==> config.mk <==
export PLATFORM = sky130hd
export DESIGN_NAME = qe_top
export DESIGN_NICKNAME = d
export VERILOG_FILES = /design/src/rtl/qe_pkg.sv /design/src/rtl/qe_stage_sq.sv /design/src/rtl/qe_stage_scale.sv /design/src/rtl/qe_stage_sum.sv /design/src/rtl/qe_top.sv
export SDC_FILE = /design/constraint.sdc
export NUM_CORES = 2
export LEC_CHECK = 0
export BUFFER_PORTS_ARGS = -buffer_cell sky130_fd_sc_hd__buf_2
export CAP_MARGIN = 20
export CORE_ASPECT_RATIO = 0.7
export CORE_MARGIN = 3
export CORE_UTILIZATION = 45
export CTS_CLUSTER_DIAMETER = 100
export CTS_CLUSTER_SIZE = 25
export DETAILED_ROUTE_END_ITERATION = 8
export GPL_TIMING_DRIVEN = 0
export PLACE_DENSITY = 0.59
export SYNTH_ARGS = -nofsm -noshare
export SYNTH_HDL_FRONTEND = slang
export SYNTH_HIERARCHICAL = 1
export SYNTH_SLANG_ARGS = --single-unit
==> constraint.sdc <==
create_clock -name clk -period 15 [get_ports clk]
set_clock_uncertainty 0.1 [all_clocks]
set_input_delay 3 -clock clk [delete_from_list [all_inputs] [get_ports clk]]
set_output_delay 3 -clock clk [all_outputs]
set_load 0.05 [all_outputs]
==> src/rtl/qe_pkg.sv <==
package qe_pkg;
    // data width of every sample and coefficient
    parameter int unsigned DW = 16;
    // product of two inputs
    localparam int unsigned PW = 2 * DW;
    // product of three inputs
    localparam int unsigned TW = 3 * DW;
    // result width: three-input product plus headroom for the additions
    localparam int unsigned FW = 3 * DW + 2;

    typedef struct packed {
        logic                 vld;
        logic signed [PW-1:0] sq;
        logic signed [PW-1:0] bx;
        logic signed [DW-1:0] a;
        logic signed [DW-1:0] c;
        logic signed [DW-1:0] y;
    } sq_stage_t;

    typedef struct packed {
        logic                 vld;
        logic signed [TW-1:0] ax2;
        logic signed [PW:0]   bxc;
        logic signed [DW-1:0] y;
    } scale_stage_t;

    typedef struct packed {
        logic                 vld;
        logic signed [FW-1:0] f;
    } sum_stage_t;
endpackage

==> src/rtl/qe_stage_sq.sv <==
module qe_stage_sq
    import qe_pkg::*;
(
    input  logic                 clk,
    input  logic                 rst,
    input  logic                 in_valid,
    input  logic signed [DW-1:0] x,
    input  logic signed [DW-1:0] y,
    input  logic signed [DW-1:0] a,
    input  logic signed [DW-1:0] b,
    input  logic signed [DW-1:0] c,
    output sq_stage_t            st_q
);
    sq_stage_t st_d;

    always_comb begin
        st_d     = st_q;
        st_d.vld = in_valid;
        if (in_valid) begin
            st_d.sq = PW'(x) * PW'(x);
            st_d.bx = PW'(b) * PW'(x);
            st_d.a  = a;
            st_d.c  = c;
            st_d.y  = y;
        end
        if (rst) begin
            st_d.vld = 1'b0;
        end
    end

    always_ff @(posedge clk) begin
        st_q <= st_d;
    end

    // an accepted sample is marked valid after one edge
    p_enter_r2: assert property (@(posedge clk) disable iff (rst)
        in_valid |=> st_q.vld);
    // a bubble stays a bubble
    p_gap_enter_r4: assert property (@(posedge clk) disable iff (rst)
        !in_valid |=> !st_q.vld);
    // the coefficient held for stage two is the one presented with the sample
    p_coef_a_r5: assert property (@(posedge clk) disable iff (rst)
        in_valid |=> (st_q.a == $past(a)) && (st_q.c == $past(c)));
endmodule

==> src/rtl/qe_stage_scale.sv <==
module qe_stage_scale
    import qe_pkg::*;
(
    input  logic         clk,
    input  logic         rst,
    input  sq_stage_t    st_in,
    output scale_stage_t st_q
);
    scale_stage_t st_d;

    always_comb begin
        st_d     = st_q;
        st_d.vld = st_in.vld;
        if (st_in.vld) begin
            st_d.ax2 = TW'(st_in.a) * TW'(st_in.sq);
            st_d.bxc = (PW + 1)'(st_in.bx) + (PW + 1)'(st_in.c);
            st_d.y   = st_in.y;
        end
        if (rst) begin
            st_d.vld = 1'b0;
        end
    end

    always_ff @(posedge clk) begin
        st_q <= st_d;
    end

    // a valid stage-one entry moves on with no stall
    p_advance_r3: assert property (@(posedge clk) disable iff (rst)
        st_in.vld |=> st_q.vld);
    // no valid entry appears without one upstream
    p_gap_mid_r4: assert property (@(posedge clk) disable iff (rst)
        !st_in.vld |=> !st_q.vld);
    // y passes through stage two unchanged
    p_y_carry_r1: assert property (@(posedge clk) disable iff (rst)
        st_in.vld |=> st_q.y == $past(st_in.y));
endmodule

==> src/rtl/qe_stage_sum.sv <==
module qe_stage_sum
    import qe_pkg::*;
(
    input  logic         clk,
    input  logic         rst,
    input  scale_stage_t st_in,
    output sum_stage_t   st_q
);
    sum_stage_t st_d;

    always_comb begin
        st_d     = st_q;
        st_d.vld = st_in.vld;
        if (st_in.vld) begin
            st_d.f = FW'(st_in.ax2) + FW'(st_in.bxc) + FW'(st_in.y);
        end
        if (rst) begin
            st_d.vld = 1'b0;
        end
    end

    always_ff @(posedge clk) begin
        st_q <= st_d;
    end

    // a valid stage-two entry becomes a result on the next edge
    p_finish_r3: assert property (@(posedge clk) disable iff (rst)
        st_in.vld |=> st_q.vld);
    // no result without a stage-two entry
    p_gap_out_r4: assert property (@(posedge clk) disable iff (rst)
        !st_in.vld |=> !st_q.vld);
endmodule

==> src/rtl/qe_top.sv <==
module qe_top
    import qe_pkg::*;
(
    input  logic                 clk,
    input  logic                 rst,
    input  logic                 in_valid,
    input  logic signed [DW-1:0] x,
    input  logic signed [DW-1:0] y,
    input  logic signed [DW-1:0] a,
    input  logic signed [DW-1:0] b,
    input  logic signed [DW-1:0] c,
    output logic                 out_valid,
    output logic signed [FW-1:0] f_out
);
    sq_stage_t    s1_q;
    scale_stage_t s2_q;
    sum_stage_t   s3_q;

    qe_stage_sq u_sq (
        .clk      (clk),
        .rst      (rst),
        .in_valid (in_valid),
        .x        (x),
        .y        (y),
        .a        (a),
        .b        (b),
        .c        (c),
        .st_q     (s1_q)
    );

    qe_stage_scale u_scale (
        .clk   (clk),
        .rst   (rst),
        .st_in (s1_q),
        .st_q  (s2_q)
    );

    qe_stage_sum u_sum (
        .clk   (clk),
        .rst   (rst),
        .st_in (s2_q),
        .st_q  (s3_q)
    );

    assign out_valid = s3_q.vld;
    assign f_out     = s3_q.f;

    // result matches the inputs seen three edges earlier
    p_result_r1: assert property (@(posedge clk) disable iff (rst)
        out_valid |-> f_out ==
            FW'($past(y, 3))
          + FW'($past(a, 3)) * FW'($past(x, 3)) * FW'($past(x, 3))
          + FW'($past(b, 3)) * FW'($past(x, 3))
          + FW'($past(c, 3)));
    // every result traces back to a sample three edges earlier
    p_latency_r2: assert property (@(posedge clk) disable iff (rst)
        out_valid |-> $past(in_valid, 3));
    // reset leaves no result in the following cycle
    p_reset_clear_r6: assert property (@(posedge clk)
        rst |=> !out_valid);
endmodule

-- Word-level counts from Yosys, hierarchy flattened
Index checks and enable logic that the tools add are counted.
- $add $sub $neg: 3
- multipliers: 3
- operators by type and width (cell ; number):
    $mul A16 B16 Y32 ; 2
    $add A49 B16 Y50 ; 1
    $add A48 B33 Y49 ; 1
    $mul A16 B32 Y48 ; 1
    $add A32 B16 Y33 ; 1
- input bits: 83
- flip-flop bits (word level): 262
- output and inout bits: 51

-- Logic depth before layout (Yosys ltp)
- word-level depth: 2
- gate-level depth with buffers: 26
- mapped depth without buffers: 24

-- By module
Netlist, hierarchy kept.
- by module, submodules not included (module ; cells an instance ; sequential area each (um^2) ; instances ; area an instance (um^2)):
    qe_stage_scale ; 2381 ; 2932.8 ; 1 ; 22411.5
    qe_stage_sq ; 2212 ; 3353.2 ; 1 ; 22262.6
    qe_stage_sum ; 491 ; 1521.5 ; 1 ; 5201.2

-- Worst setup path after synthesis
OpenSTA, ideal clock, no wires.
- kind: input-to-reg
- from: input port x[15]
- to: register u_sq/st_q[111] (netlist name), data pin
- path slack: 5.820 ns
- required time: 14.628 ns
- arrival time: 8.808 ns
- cell stages on the path: 19
- cell sequence: clkbuf_1 clkinv_1 nor2_1 fa_1 fa_1 fa_1 fa_1 fa_1 inv_1 fa_1 inv_1 ha_1 clkbuf_1 o21a_1 o21a_1 a221o_1 a22o_1 o41ai_2 o211ai_1
- longest elaborated chain between the ends: 1
- RTL lines (element ; line ; source):
    start: declaration ; qe_top.sv:7 ; input logic signed [DW-1:0] x,
    $mul A16 B16 Y32 ; qe_stage_sq.sv:20 ; st_d.sq = PW'(x) * PW'(x);
    end signal: assignment ; qe_stage_sq.sv:32 ; st_q <= st_d;
    end: declaration ; qe_stage_sq.sv:12 ; output sq_stage_t st_q
Every way passes these cells.
A chain may end at the register's enable or synchronous reset.

-- Worst setup path after layout
- from: input port x[4]
- to: register u_sq/st_q[79] (netlist name), data pin
- longest elaborated chain between the ends: 1
- RTL lines (element ; line ; source):
    $mul A16 B16 Y32 ; qe_stage_sq.sv:21 ; st_d.bx = PW'(b) * PW'(x);
Every way passes these cells.

==> summary.txt <==
Critical path
  • Worst EP arrival: 10.68 ns
  • Setup CP Type: input port to flip-flop
  • Setup crit start kind: input port
  • Crit-path cells: buf_2 -> clkbuf_1 -> clkbuf_1 -> nand2_1 -> fa_1 -> inv_1 -> fa_1 -> inv_1 -> fa_1 -> fa_1 -> fa_1 -> fa_1 -> inv_1 -> ha_1 -> and4_1 -> a221oi_1 -> o21ai_0 -> nor3_1 -> nor2_1 -> a211oi_1
  • CP required: 15.17 ns
  • Crit path max fanout: 10
  • Crit path largest cell delay: 0.80 ns
  • CP dominant cell by count: fa_1
  • Nature of the critical path endpoint: flip-flop
  • Crit-path slowest cell: fa_1

STA
  • # setup viols final: 0
  • Final worst path period need: 10.50 ns
  • Max transition margin: 24.26%
  • Fin crit share: 70.02%
  • RSZ-0062 raised after global routing: false
  • Fmax: 95.21 MHz
  • Max Transition Viols Final: 0
  • Hold Fails Final Rpt: 0
  • Worst-Margin Slew: 1.136 ns
  • Setup_tns: 0 ns

Synth
  • Top_reg_cell synth: edfxtp_1
  • Post-Syn Area: 49880 µm²
  • Async set or reset register ratio after synthesis: 0%
  • Yosys reg bits: 261
  • Avg Cell Area, Syn: 9.810 µm²
  • Sequential share of the synthesized area: 15.65%
  • YS warnings: 6
  • Synthesized Nets: 6568
  • Syn Inst Count: 5084
  • Post-synth EDFFs: 258
  • Synth cell types: 86

Floorplanning
  • Chip height: 284.5 µm
  • I/O pin count: 134
  • Initial cell density of the core: 45.68%
  • Core Area: 109200 µm²
  • Num rows: 101
  • DIE WIDTH: 403.9 µm
  • Die Area: 114900 µm²

CTS
  • CTS clk-pin slew, worst paths: 0.09 ns
  • Clock sink total: 261
  • Root buf cell: clkbuf_16
  • Post-CTS Setup Inserts: 0
  • Hold-fix buffers, CTS: 0
  • CTS tree: built
  • H-tree Lvls: 1
  • Longest Clk Path Bufs: 3
  • Num CTS Buffers: 17
  • Post-cts sizing count: 0
  • Clock latency at the later pin of the worst-skew pair: 0.57 ns

Global routing
  • Vias in the first global route: 36410
  • Antenna violations before repair: 6
  • Pin count of the biggest net entering global routing: 80
  • Total gr overflow: 0
  • Overall Global Routing Usage: 25.38%
  • First-pass GRT wire length: 222000 µm

Placed design
  • Gpl congestion: 0.9914
  • Port Buffers: 130
  • Hpwl dp: 120200 µm

Detailed routing
  • Total number of vias: 34870
  • DR WL/cell: 21.27 µm
  • TritonRoute pass-1 iters: 6
  • Initial drt markers: 3029
  • Routed wire length: 142400 µm
  • Routed Antenna Nets: 0
  • DRC viols: 0
  • DR vias/cell: 5.210

Worst hold path
  • Hold crit path type: flip-flop to flip-flop

Finish
  • Share of cells above drive strength 1: 4.058%
  • Most common cell after layout, fill and taps aside: inv_1
  • Nets: 6722
  • Commonest non-fill, non-tap cells in the layout: 1215 x inv_1, 1031 x fa_1, 566 x nand2_1
  • Synth-to-Final Area Change: 6.292%

Job
  • Max cap viols: 0

Run status
  • Outcome: complete, no violations
[routing by layer]
metal	part of all wire, %	global-route usage, %	vias to the layer above
li1	-	-	15820
met1	47	39.12	17420
met2	39	35.02	1523
met3	12	9.181	105
met4	1.2	2.641	4
met5	0.063	0.5013	-
[cells by family (layout without fill, tap and decap cells)]
logic type	Yosys count	after routing	share of synthesized area, %
muxes	1	1	0.02007
DFF	261	261	15.65
other	1	3	0.007519
buffers and inverters	1385	1550	10.45
adders and majority gates	1401	1401	50.66
AOI/OAI and AO/OA	533	533	7.102
xor gates and xnor gates	194	194	3.434
and+or+nand+nor	1308	1308	12.67
[layout make-up]
class                      instances  area (µm²)
antenna                            2       5.005
buffer                           168       644.4
clock buffer                      20       436.7
clock inverter                    10       100.1
fill                           10440       56170
inverter                        1217        4568
multi-input combinational       3438       36860
sequential                       261        7812
tap                             1442        1804
timing repair buffer             135       787.0
[synth_stat cells, drive strengths merged (29+ instances only)]
| cell type | number | area share [%] |
|---|---|---|
| a21oi | 169 | 1.7 |
| nand4 | 31 | 0.39 |
| ha | 370 | 9.3 |
| o21a | 30 | 0.45 |
| clkbuf | 162 | 1.2 |
| and2 | 361 | 4.5 |
| nand2 | 566 | 4.3 |
| xnor2 | 129 | 2.3 |
| nand3 | 39 | 0.39 |
| nor3 | 29 | 0.30 |
| nand2b | 34 | 0.43 |
| nor2 | 167 | 1.3 |
| xor2 | 64 | 1.1 |
| o21ai | 104 | 1.1 |
| a21o | 72 | 1.1 |
| edfxtp | 258 | 16 |
| fa | 1031 | 41 |
| inv | 1215 | 9.1 |
[path summary, 6_finish.rpt]
kind	from	endpoint	slack [ns]	cells past startpoint
worst min-delay path	u_sq/st_q[14]	u_scale/st_q[14]	0.33	0
worst min register to register	u_sq/st_q[14]	u_scale/st_q[14]	0.33	0
worst max-delay path	x[4]	u_sq/st_q[79]	4.50	20
worst max register to register	u_sq/st_q[47]	u_scale/st_q[93]	6.03	23
[critical path: cells and delay by family]
kind / cells / cell delay, ns
buf+inv: 6 / 1.68
compound gates: 3 / 1.25
fa+ha+maj: 7 / 3.74
simple gates: 4 / 0.97
[per-stage QoR]
stage	cells	utilization (%)	hold WS, ns	worst slack (ns)	area [µm²]
2_1_floorplan	5084	-	0.3003	5.820	49880
3_3_place_gp	6656	47.93	0.3028	4.121	52330
3_5_place_dp	6661	48.06	0.3052	4.090	52470
4_1_cts	6691	48.55	0.3284	4.669	53010
5_1_grt	6691	48.55	0.3393	4.121	53010
6_report	6693	48.55	0.3292	4.497	53010
[registers in the layout, indices dropped and copies added, names as in the netlist]
name          cells
u_sq/st_q       112
u_scale/st_q     98
u_sum/st_q       51
Power is not shown: default switching activity piles up to over one toggle a cycle in this logic, so the estimate is an artifact.
